==> config.mk <==
export PLATFORM = sky130hd
export DESIGN_NAME = tcm_region_decoder
export DESIGN_NICKNAME = d
export VERILOG_FILES = /design/src/rtl/tcm_region_decoder.sv
export SDC_FILE = /design/constraint.sdc
export NUM_CORES = 1
export LEC_CHECK = 0
export BUFFER_PORTS_ARGS = -buffer_cell sky130_fd_sc_hd__buf_4
export CORE_AREA = 4 4 159 161
export CTS_CLUSTER_SIZE = 25
export DETAILED_ROUTE_END_ITERATION = 6
export DIE_AREA = 0 0 163 165
export PLACE_DENSITY_LB_ADDON = 0.05
export RECOVER_POWER = 100
export SLEW_MARGIN = 10
export SYNTH_ARGS = -nofsm -noshare
export SYNTH_HDL_FRONTEND = slang
export SYNTH_SLANG_ARGS = --single-unit
==> constraint.sdc <==
create_clock -name clk -period 5.4 [get_ports clk]
set_input_delay 1.08 -clock clk [delete_from_list [all_inputs] [get_ports clk]]
set_output_delay 1.08 -clock clk [all_outputs]
set_load 0.02 [all_outputs]
==> src/rtl/tcm_region_decoder.sv <==
module tcm_region_decoder #(
  parameter int          IMEM_BYTES = 32768,
  parameter int          DMEM_BYTES = 16384,
  parameter logic [31:0] DBASE_RST  = 32'h0280_0000,
  localparam int         IAW        = $clog2(IMEM_BYTES) - 2,
  localparam int         DAW        = $clog2(DMEM_BYTES) - 2
) (
  input  logic           clk,
  input  logic           rst_n,
  input  logic           cp_wr,
  input  logic [3:0]     cp_crn,
  input  logic [3:0]     cp_crm,
  input  logic [2:0]     cp_op1,
  input  logic [2:0]     cp_op2,
  input  logic [31:0]    cp_wdata,
  input  logic           req_valid,
  input  logic           req_write,
  input  logic [1:0]     req_size,
  input  logic [31:0]    req_addr,
  input  logic [31:0]    req_wdata,
  output logic           rsp_valid,
  output logic [31:0]    rsp_rdata,
  output logic           imem_en,
  output logic           imem_we,
  output logic [3:0]     imem_be,
  output logic [IAW-1:0] imem_addr,
  output logic [31:0]    imem_wdata,
  input  logic [31:0]    imem_rdata,
  output logic           dmem_en,
  output logic           dmem_we,
  output logic [3:0]     dmem_be,
  output logic [DAW-1:0] dmem_addr,
  output logic [31:0]    dmem_wdata,
  input  logic [31:0]    dmem_rdata,
  output logic           ext_en,
  output logic           ext_we,
  output logic [3:0]     ext_be,
  output logic [31:0]    ext_addr,
  output logic [31:0]    ext_wdata,
  input  logic [31:0]    ext_rdata
);

  localparam logic [4:0]  I_SHIFT_RST = 5'($clog2(IMEM_BYTES) - 9);
  localparam logic [4:0]  D_SHIFT_RST = 5'($clog2(DMEM_BYTES) - 9);
  localparam logic [32:0] I_PHYS      = 33'(IMEM_BYTES);
  localparam logic [32:0] D_PHYS      = 33'(DMEM_BYTES);

  localparam logic [1:0] SEL_I = 2'd0;
  localparam logic [1:0] SEL_D = 2'd1;
  localparam logic [1:0] SEL_E = 2'd2;

  function automatic logic [4:0] clamp_shift(input logic [4:0] s);
    if (s < 5'd3)  return 5'd3;
    if (s > 5'd23) return 5'd23;
    return s;
  endfunction

  // window configuration
  logic [19:0] d_base_hi;
  logic [4:0]  d_shift, i_shift;
  logic        cfg_hit;

  assign cfg_hit = cp_wr && cp_crn == 4'd9 && cp_crm == 4'd1 && cp_op1 == 3'd0;

  always_ff @(posedge clk or negedge rst_n) begin
    if (!rst_n) begin
      d_base_hi <= DBASE_RST[31:12];
      d_shift   <= D_SHIFT_RST;
      i_shift   <= I_SHIFT_RST;
    end else if (cfg_hit) begin
      if (cp_op2 == 3'd0) begin
        d_base_hi <= cp_wdata[31:12];
        d_shift   <= clamp_shift(cp_wdata[5:1]);
      end else if (cp_op2 == 3'd1) begin
        i_shift   <= clamp_shift(cp_wdata[5:1]);
      end
    end
  end

  // window geometry
  logic [32:0] i_size, d_size, d_lo, d_hi, addr_x, i_mask, d_mask;

  assign i_size = 33'd512 << i_shift;
  assign d_size = 33'd512 << d_shift;
  assign d_lo   = {1'b0, d_base_hi, 12'h000};
  assign d_hi   = d_lo + d_size;
  assign addr_x = {1'b0, req_addr};
  assign i_mask = ((i_size > I_PHYS) ? I_PHYS : i_size) - 33'd1;
  assign d_mask = ((d_size > D_PHYS) ? D_PHYS : d_size) - 33'd1;

  // region decode, instruction side first
  logic i_hit, d_hit;
  assign i_hit = addr_x < i_size;
  assign d_hit = !i_hit && addr_x >= d_lo && addr_x < d_hi;

  // byte lanes and write data
  logic [3:0]  lane_be;
  logic [31:0] lane_wd;

  always_comb begin
    case (req_size)
      2'd0: begin
        lane_be = 4'b0001 << req_addr[1:0];
        lane_wd = {4{req_wdata[7:0]}};
      end
      2'd1: begin
        lane_be = req_addr[1] ? 4'b1100 : 4'b0011;
        lane_wd = {2{req_wdata[15:0]}};
      end
      default: begin
        lane_be = 4'b1111;
        lane_wd = req_wdata;
      end
    endcase
  end

  assign imem_en    = req_valid && i_hit;
  assign dmem_en    = req_valid && d_hit;
  assign ext_en     = req_valid && !i_hit && !d_hit;
  assign imem_we    = imem_en && req_write;
  assign dmem_we    = dmem_en && req_write;
  assign ext_we     = ext_en && req_write;
  assign imem_be    = lane_be;
  assign dmem_be    = lane_be;
  assign ext_be     = lane_be;
  assign imem_wdata = lane_wd;
  assign dmem_wdata = lane_wd;
  assign ext_wdata  = lane_wd;
  assign imem_addr  = req_addr[IAW+1:2] & i_mask[IAW+1:2];
  assign dmem_addr  = req_addr[DAW+1:2] & d_mask[DAW+1:2];
  assign ext_addr   = req_addr;

  // read return, one cycle after the decode
  logic       rd_pend;
  logic [1:0] rd_sel, rd_off, rd_size;

  always_ff @(posedge clk or negedge rst_n) begin
    if (!rst_n) begin
      rd_pend <= 1'b0;
      rd_sel  <= SEL_E;
      rd_off  <= 2'd0;
      rd_size <= 2'd0;
    end else begin
      rd_pend <= req_valid && !req_write;
      if (req_valid && !req_write) begin
        rd_sel  <= i_hit ? SEL_I : (d_hit ? SEL_D : SEL_E);
        rd_off  <= req_addr[1:0];
        rd_size <= req_size;
      end
    end
  end

  logic [31:0] rd_word, rd_shifted;
  assign rd_word    = (rd_sel == SEL_I) ? imem_rdata :
                      (rd_sel == SEL_D) ? dmem_rdata : ext_rdata;
  assign rd_shifted = rd_word >> {rd_off, 3'b000};

  always_comb begin
    case (rd_size)
      2'd0:    rsp_rdata = {24'h0, rd_shifted[7:0]};
      2'd1:    rsp_rdata = {16'h0, rd_shifted[15:0]};
      default: rsp_rdata = rd_word;
    endcase
  end
  assign rsp_valid = rd_pend;

  logic unused_bits;
  assign unused_bits = ^{cp_wdata[11:6], cp_wdata[0], i_mask[32:IAW+2], i_mask[1:0],
                         d_mask[32:DAW+2], d_mask[1:0], req_addr[31:IAW+2], req_addr[31:DAW+2]};

  AST_ONE_TARGET: assert property (@(posedge clk) disable iff (!rst_n)
    $onehot0({imem_en, dmem_en, ext_en}));
  AST_REQ_ROUTED: assert property (@(posedge clk) disable iff (!rst_n)
    req_valid |-> (imem_en || dmem_en || ext_en));
  AST_LANES_MATCH_SIZE: assert property (@(posedge clk) disable iff (!rst_n)
    req_valid |-> $countones(lane_be) == ((req_size == 2'd0) ? 1 : (req_size == 2'd1) ? 2 : 4));
  AST_SHIFT_IN_RANGE: assert property (@(posedge clk) disable iff (!rst_n)
    d_shift >= 5'd3 && d_shift <= 5'd23 && i_shift >= 5'd3 && i_shift <= 5'd23);
  AST_CFG_HOLDS: assert property (@(posedge clk) disable iff (!rst_n)
    !cfg_hit |=> $stable(d_base_hi) && $stable(d_shift) && $stable(i_shift));
  AST_RSP_FOLLOWS_READ: assert property (@(posedge clk) disable iff (!rst_n)
    (req_valid && !req_write) |=> rsp_valid);
  AST_RSP_ONLY_READ: assert property (@(posedge clk) disable iff (!rst_n)
    !(req_valid && !req_write) |=> !rsp_valid);

endmodule

==> impl_metrics.yaml, run 1 <==
setup_path:
  reg2reg_slack_ns: 1.12
  end_kind: "primary output"
  cp.arrival_ns: 4.62
  critPathRequiredTime_ns: 4.32
  startpoint_type: "register"
  critical_path_peak_fanout: 4
  critPathKind: "reg2out"
synthesis:
  synthSimpleGateAreaFrac: 0.193
  synthFlopType: "dfrtp_1"
  syn_area_um2: 7390
  syn_nets: 1269
  yosysTopAreaCell: "ha_1"
  synth_edf_count: 0
  synth-seq-cells: 37
  netlist.area_leader.share: 0.149
  synth_fa_ha_area_frac: 0.150
  synth_top_family_by_area: "compound AO/OA/AOI/OAI gates"
  synth_area_leaders: "ha_1 (15%), buf_4 (13%), dfrtp_1 (10%), mux2i_1 (6.6%), o21ai_0 (5.4%)"
  synth-compound-area-share: 0.196
  synth_most_common_cell: "buf_4"
  synth_xor_area_frac: 0.0201
  synthTopCellsByCount: "buf_4 (127), nand2_1 (106), ha_1 (88), o21ai_0 (80), nor2_1 (71)"
  async_flop_share: 1.00
  ys_types: 71
  synth_area_per_cell_um2: 7.64
  yosysWarnings: 0
  seq_area_frac_synth: 0.126
  synth_mux_area_frac: 0.142
  netlist_instances: 968
timing:
  period_minus_slack_ns: 5.70
  fin_ws_ns: -0.296
  period_share: 1.05
  max_slew_margin: -0.971
  hold_slack_ns: 0.476
  fmax_ghz: 0.176
  setup_tns_ns: -1.00
  worst_pin_slew_ns: 2.93
  finalHoldViolCount: 0
  setup_viol: 4
  clock_skew_ns: 0.00693
  slew_viol_final: 55
  rsz0062_at_grt: "true"
layout:
  fillCellCount: 2645
  final_util: 0.419
  finalNonFillerCells: 1610
  seq_area_um2: 935
  finalInstanceArea_um2: 10000
  drive_above_1_share: 0.308
  multi_input_area_um2: 5400
  layout.nets: 1586
  num_antenna_cells: 0
  area_delta_synth_final_pct: 35.7
outcome:
  status: "complete, but fails checks"
  violations: "capacitance limit, slew limit, setup timing"
route:
  wirelength_mm: 31.7
  drc: 0
  vias: 8023
  ant_nets: 0
  via_per_inst: 4.98
  wl_per_cell_um: 19.7
  first_pass_iters: 5
  drtIter0Drc: 361
power:
  p_leak_nw: 4.67
  peakVddDrop_uv: 91.4
  power_mw: 1.43
  powerDensity_nw_per_um2: 143
clock_tree:
  htreeDepth: 2
  cts_buffer_depth: 2
  clk_latency_ns: 0.30
  cts_made_buffers: 5
  root_buffer: "clkbuf_16"
  clock_sinks: 37
  hold_buffers: 0
  cts_tree: "built"
  clk_pin_slew_worst_paths_ns: 0.07
placement:
  placed_area_um2: 10200
  dp_hpwl_mm: 27.0
  gp_congestion: 0.855
  place_inst: 1595
  io_buffer_count: 409
  dp_slack_ns: -0.439
floorplan:
  start_util: 0.309
  num_io_pins: 417
  fp.coreArea_um2: 24000
  die_area_um2: 26900
  fp.dieW_um: 163
  die_height_um: 165
  rows: 57
global_route:
  grt_pass1_wl_mm: 46.2
  grt-ovfl-total: 0
  grt_antenna_before_repair: 0
  grt.total_usage: 0.222
  grt_pass1_vias: 8072
  grt_max_degree: 48
run:
  cap_violations: 3
worst_hold_path:
  worstHoldPathType: "reg2reg"
-- final cells by class --
class                      count  share of cell area
multi-input combinational    726               0.538
timing repair buffer         482               0.297
sequential                    37              0.0932
tap                          324              0.0404
clock buffer                   5              0.0125
inverter                      33              0.0123
clock inverter                 3             0.00686
-- flip-flops by register name, indices dropped and copies added, names as in the netlist --
register and flops:
rd_size 2, rd_off 2, rsp_valid 1, d_base_hi 20, rd_sel 2, i_shift 5, d_shift 5
-- path summary, 6_finish.rpt --
check | from | to | cells after the start
setup / recovery | d_shift[4]$_DFFE_PN0P_ | dmem_we | 22
hold / removal | rd_size[0]$_DFFE_PN0P_ | rd_size[0]$_DFFE_PN0P_ | 2
setup reg to reg | d_shift[4]$_DFFE_PN0P_ | rd_sel[0]$_DFFE_PN0P_ | 21
hold reg to reg | rd_size[0]$_DFFE_PN0P_ | rd_size[0]$_DFFE_PN0P_ | 2
max in group asynchronous | rst_n | d_base_hi[17]$_DFFE_PN0P_ | 1
min in group asynchronous | rst_n | d_base_hi[2]$_DFFE_PN0P_ | 1
-- kinds of logic (layout without fill, tap and decap cells) --
kind of cell / after synthesis / after routing
simple gates: 299 / 299
compound gates: 230 / 230
buf+inv: 205 / 523
mux: 91 / 91
fa+ha+maj: 89 / 89
flops: 37 / 37
xor+xnor: 17 / 17
-- per-layer routing --
metal	wire length, µm	share of wire	global-route usage	up-vias
met5	0	0	0	-
met4	471	0.015	0.0412	0
met2	15300	0.48	0.378	299
met3	1920	0.060	0.0314	25
met1	14100	0.44	0.302	3722
li1	-	-	-	3977
-- report_power, final --
| group | internal (mW) | switching, mW |
|---|---|---|
| logic | 0.277 | 0.448 |
| clock network | 0.267 | 0.132 |
| registers | 0.284 | 0.0228 |
-- cells in the final DEF (no fill, tap or decap), drive strengths merged, types with 13 or more instances in the layout --
cell type,Yosys,routed
nand4,13,13
nor3,16,16
ha,88,88
nor2b,21,21
o21ai,80,80
nand3,16,16
buf,142,306
nor2,71,71
dfrtp,30,30
mux2i,49,49
clkbuf,30,181
mux2,34,34
and2,13,13
a21o,13,13
inv,32,33
a21oi,56,56
nand2,107,107
-- critical path, stage by stage (launching register included) --
cell       delay [ns]
dfrtp_1          0.38
buf_4            0.14
buf_6            0.11
or3_4            0.40
nor2_4           0.13
xnor2_1          0.13
ha_2             0.23
a21oi_4          0.07
o31ai_4          0.08
nand3_2          0.19
a31oi_4          0.24
o21a_1           0.17
o41ai_2          0.07
a2111oi_2        0.46
ha_1             0.34
a21oi_2          0.13
o211ai_1         0.09
a31oi_1          0.19
o211ai_1         0.13
o21ai_2          0.17
or2_4            0.17
and3_1           0.17
buf_6            0.12
-- repair_timing --
item	4_1_cts	5_1_grt
setup endpoints to repair	4	4
resized for setup	49	3
pin swaps	34	1
buffers inserted	6	2
Power figures use the tool's default switching activity.
==> run 2: changes to the inputs <==
- CORE_AREA: 4 4 159 161 -> 4 4 161 163
- DIE_AREA: 0 0 163 165 -> 0 0 165 167
- TNS_END_PERCENT: default -> 50
- clock period: 5.4 -> 5.7 ns (I/O delays scaled with it)
==> run 2 against run 1 <==
Compared with the run above:
- the flow still finishes with violations (capacitance limit, slew limit, setup timing)
- global-route usage shrank 0.54 points
- total power down 6.0%
- sequential cell count unchanged
- critical path depth rose by 1
- final cell count decreased by 0.87%
- final area down 1.0%
- combinational power decreased by 8.1%
- clock skew down 0.0024 ns
- count of clock-buffer cells in the layout unchanged
- register-to-register slack improved by 0.16 ns
- die area up 2.5%
- critical endpoint unchanged
==> impl_metrics.yaml, run 2 (synthesis results as in run 1) <==
layout:
  layout.nets: 1570
  area_delta_synth_final_pct: 34.3
  largest_registers: "d_base_hi x20, d_shift x5, i_shift x5"
  finalInstanceArea_um2: 9930
  drive_above_1_share: 0.299
  final_common_cell: "buf_4"
  largest_register_ffs: 20
  mostFrequentLayoutCells: "buf_4 (285), clkbuf_1 (175), nand2_1 (104)"
  top_register: "d_base_hi"
power:
  p_leak_nw: 4.59
  p_seq_frac: 0.225
  peakVddDrop_uv: 85.5
  powerDensity_nw_per_um2: 136
  internal_power_mw: 0.784
  p_sw_mw: 0.563
  clkPwrFrac: 0.279
  p_comb_frac: 0.495
  p_sw_frac: 0.418
clock_tree:
  cts_tree: "built"
  clk_latency_ns: 0.29
  cts_buffer_depth: 2
  clk_pin_slew_worst_paths_ns: 0.06
  clock_sinks: 37
  cts_made_buffers: 5
  htreeDepth: 2
  root_buffer: "clkbuf_16"
floorplan:
  rows: 57
  die_height_um: 167
  start_util: 0.304
  fp.dieW_um: 165
  num_io_pins: 417
  die_area_um2: 27600
  fp.coreArea_um2: 24300
setup_path:
  cp_top_family: "compound AO/OA/AOI/OAI gates"
  reg2reg_from: "d_shift[0]$_DFFE_PN1P_"
  cp_slowest_cell: "dfstp_2"
  critPathKind: "reg2out"
  end_kind: "primary output"
  path_cells: "buf_6, nand3b_1, nor2_1, ha_1, a21oi_2, nor2_2, a221oi_2, buf_4, buf_6, a31oi_4, o21a_1, nor2_1, xor2_1, ha_1, a211oi_2, o211ai_1, a31oi_1, o211ai_1, o21ai_1, buf_4, or2_4, and3_4, buf_6"
  r2r_cells: 22
  cp.arrival_ns: 4.69
  critical_path_peak_fanout: 4
  crit_path_frequent_cell: "buf_6"
  rr_endpoint: "rd_sel[0]$_DFFE_PN0P_"
  crit_path_max_incr_delay_ns: 0.54
  startpoint_type: "register"
  critPathRequiredTime_ns: 4.56
  reg2reg_slack_ns: 1.28
  crit_buf_inv: 5
worst_hold_path:
  hp-start: "rd_size[0]$_DFFE_PN0P_"
  worstHoldPathType: "reg2reg"
  hold_path_end: "rd_size[0]$_DFFE_PN0P_"
  hold_depth: 2
global_route:
  grt_antenna_before_repair: 1
  grt.total_usage: 0.217
  grt_pass1_vias: 7820
  grt_pass1_wl_mm: 46.8
  grt-ovfl-total: 0
  grt_max_degree: 65
placement:
  dp_hpwl_mm: 26.6
  gp_congestion: 0.847
  placed_area_um2: 10100
  io_buffer_count: 409
  dp_slack_ns: -0.260
route:
  wirelength_mm: 31.6
  wl_per_cell_um: 19.8
  first_pass_iters: 5
  drtIter0Drc: 370
  drc: 0
  vias: 7802
  ant_nets: 0
  via_per_inst: 4.89
timing:
  period_minus_slack_ns: 5.83
  period_share: 1.02
  hold_slack_ns: 0.473
  max_slew_margin: -0.459
  worst_pin_slew_ns: 2.19
  finalHoldViolCount: 0
  fmax_ghz: 0.171
  fin_ws_ns: -0.134
  rsz0062_at_grt: "true"
  setup_viol: 4
  slew_viol_final: 151
  clock_skew_ns: 0.00449
outcome:
  status: "complete, but fails checks"
  violations: "capacitance limit, slew limit, setup timing"
run:
  cap_violations: 4
## run 2: cell types whose count changed in the layout (fill, tap and decap cells not counted), sizes merged
cell,before,now
diode,0,2
clkinv,1,2
inv,33,32
buf,306,290
## run 2: worst max path at each step
stage	cells past startpoint	from	to
2_1_floorplan	19	d_shift[0]$_DFFE_PN1P_	dmem_en
3_3_place_gp	23	d_shift[0]$_DFFE_PN1P_	dmem_we
3_5_place_dp	23	d_shift[0]$_DFFE_PN1P_	dmem_we
4_1_cts	23	d_shift[0]$_DFFE_PN1P_	dmem_we
5_1_grt	23	d_shift[0]$_DFFE_PN1P_	dmem_we
6_report	23	d_shift[0]$_DFFE_PN1P_	dmem_we
## run 2: stage by stage
step	total power [mW]	setup TNS, ns	cells	util
global placement	1.06	-0.703	1578	0.415
global route	1.43	-1.30	1595	0.408
CTS	1.44	-0.259	1591	0.432
detailed placement	1.06	-0.856	1578	0.415
floorplan	0.742	0	968	-
finish	1.35	-0.337	1596	0.408
## run 2: area by class of cell
type	instances	area, µm²
Fill cell	2732	14400
Clock inverter	3	65.1
Antenna cell	2	5.00
Multi-Input combinational cell	726	5410
Sequential cell	37	936
Clock buffer	5	125
Tap cell	324	405
Inverter	33	124
Timing Repair Buffer	466	2860
## run 2: worst reg2reg max path, stage by stage (launching register included)
cell	delay, ns
dfstp_2	0.54
buf_6	0.10
nand3b_1	0.21
nor2_1	0.18
ha_1	0.29
a21oi_2	0.20
nor2_2	0.07
a221oi_2	0.21
buf_4	0.18
buf_6	0.10
a31oi_4	0.08
o21a_1	0.22
nor2_1	0.12
xor2_1	0.19
ha_1	0.29
a211oi_2	0.19
o211ai_1	0.10
a31oi_1	0.23
o211ai_1	0.12
o21ai_1	0.18
buf_4	0.15
nor2_2	0.05
o21ai_0	0.29
## run 2: per-layer routing
layer	vias up	share of wire	track usage	routed length (µm)
li1	3944	-	-	-
met5	-	0	0	0
met3	25	0.064	0.0361	2020
met1	3541	0.43	0.288	13700
met2	292	0.49	0.372	15400
met4	0	0.016	0.0387	495
## run 2: power by group through the flow
| stage | sequential [mW] | combinational, mW | clock, mW |
|---|---|---|---|
| after detailed placement | 0.308 | 0.752 | 0 |
| after global placement | 0.308 | 0.751 | 0 |
| after CTS | 0.303 | 0.757 | 0.382 |
| after global routing | 0.307 | 0.725 | 0.395 |
| final | 0.304 | 0.667 | 0.376 |
| after floorplan | 0.276 | 0.466 | 0 |
## run 2: what timing repair did
| item | in CTS | in global routing |
|---|---|---|
| pin swaps | 27 | 13 |
| setup buffers | 5 | 3 |
| gates resized for setup | 38 | 13 |
| hold buffers | 0 | 0 |
| setup endpoints to repair | 4 | 4 |
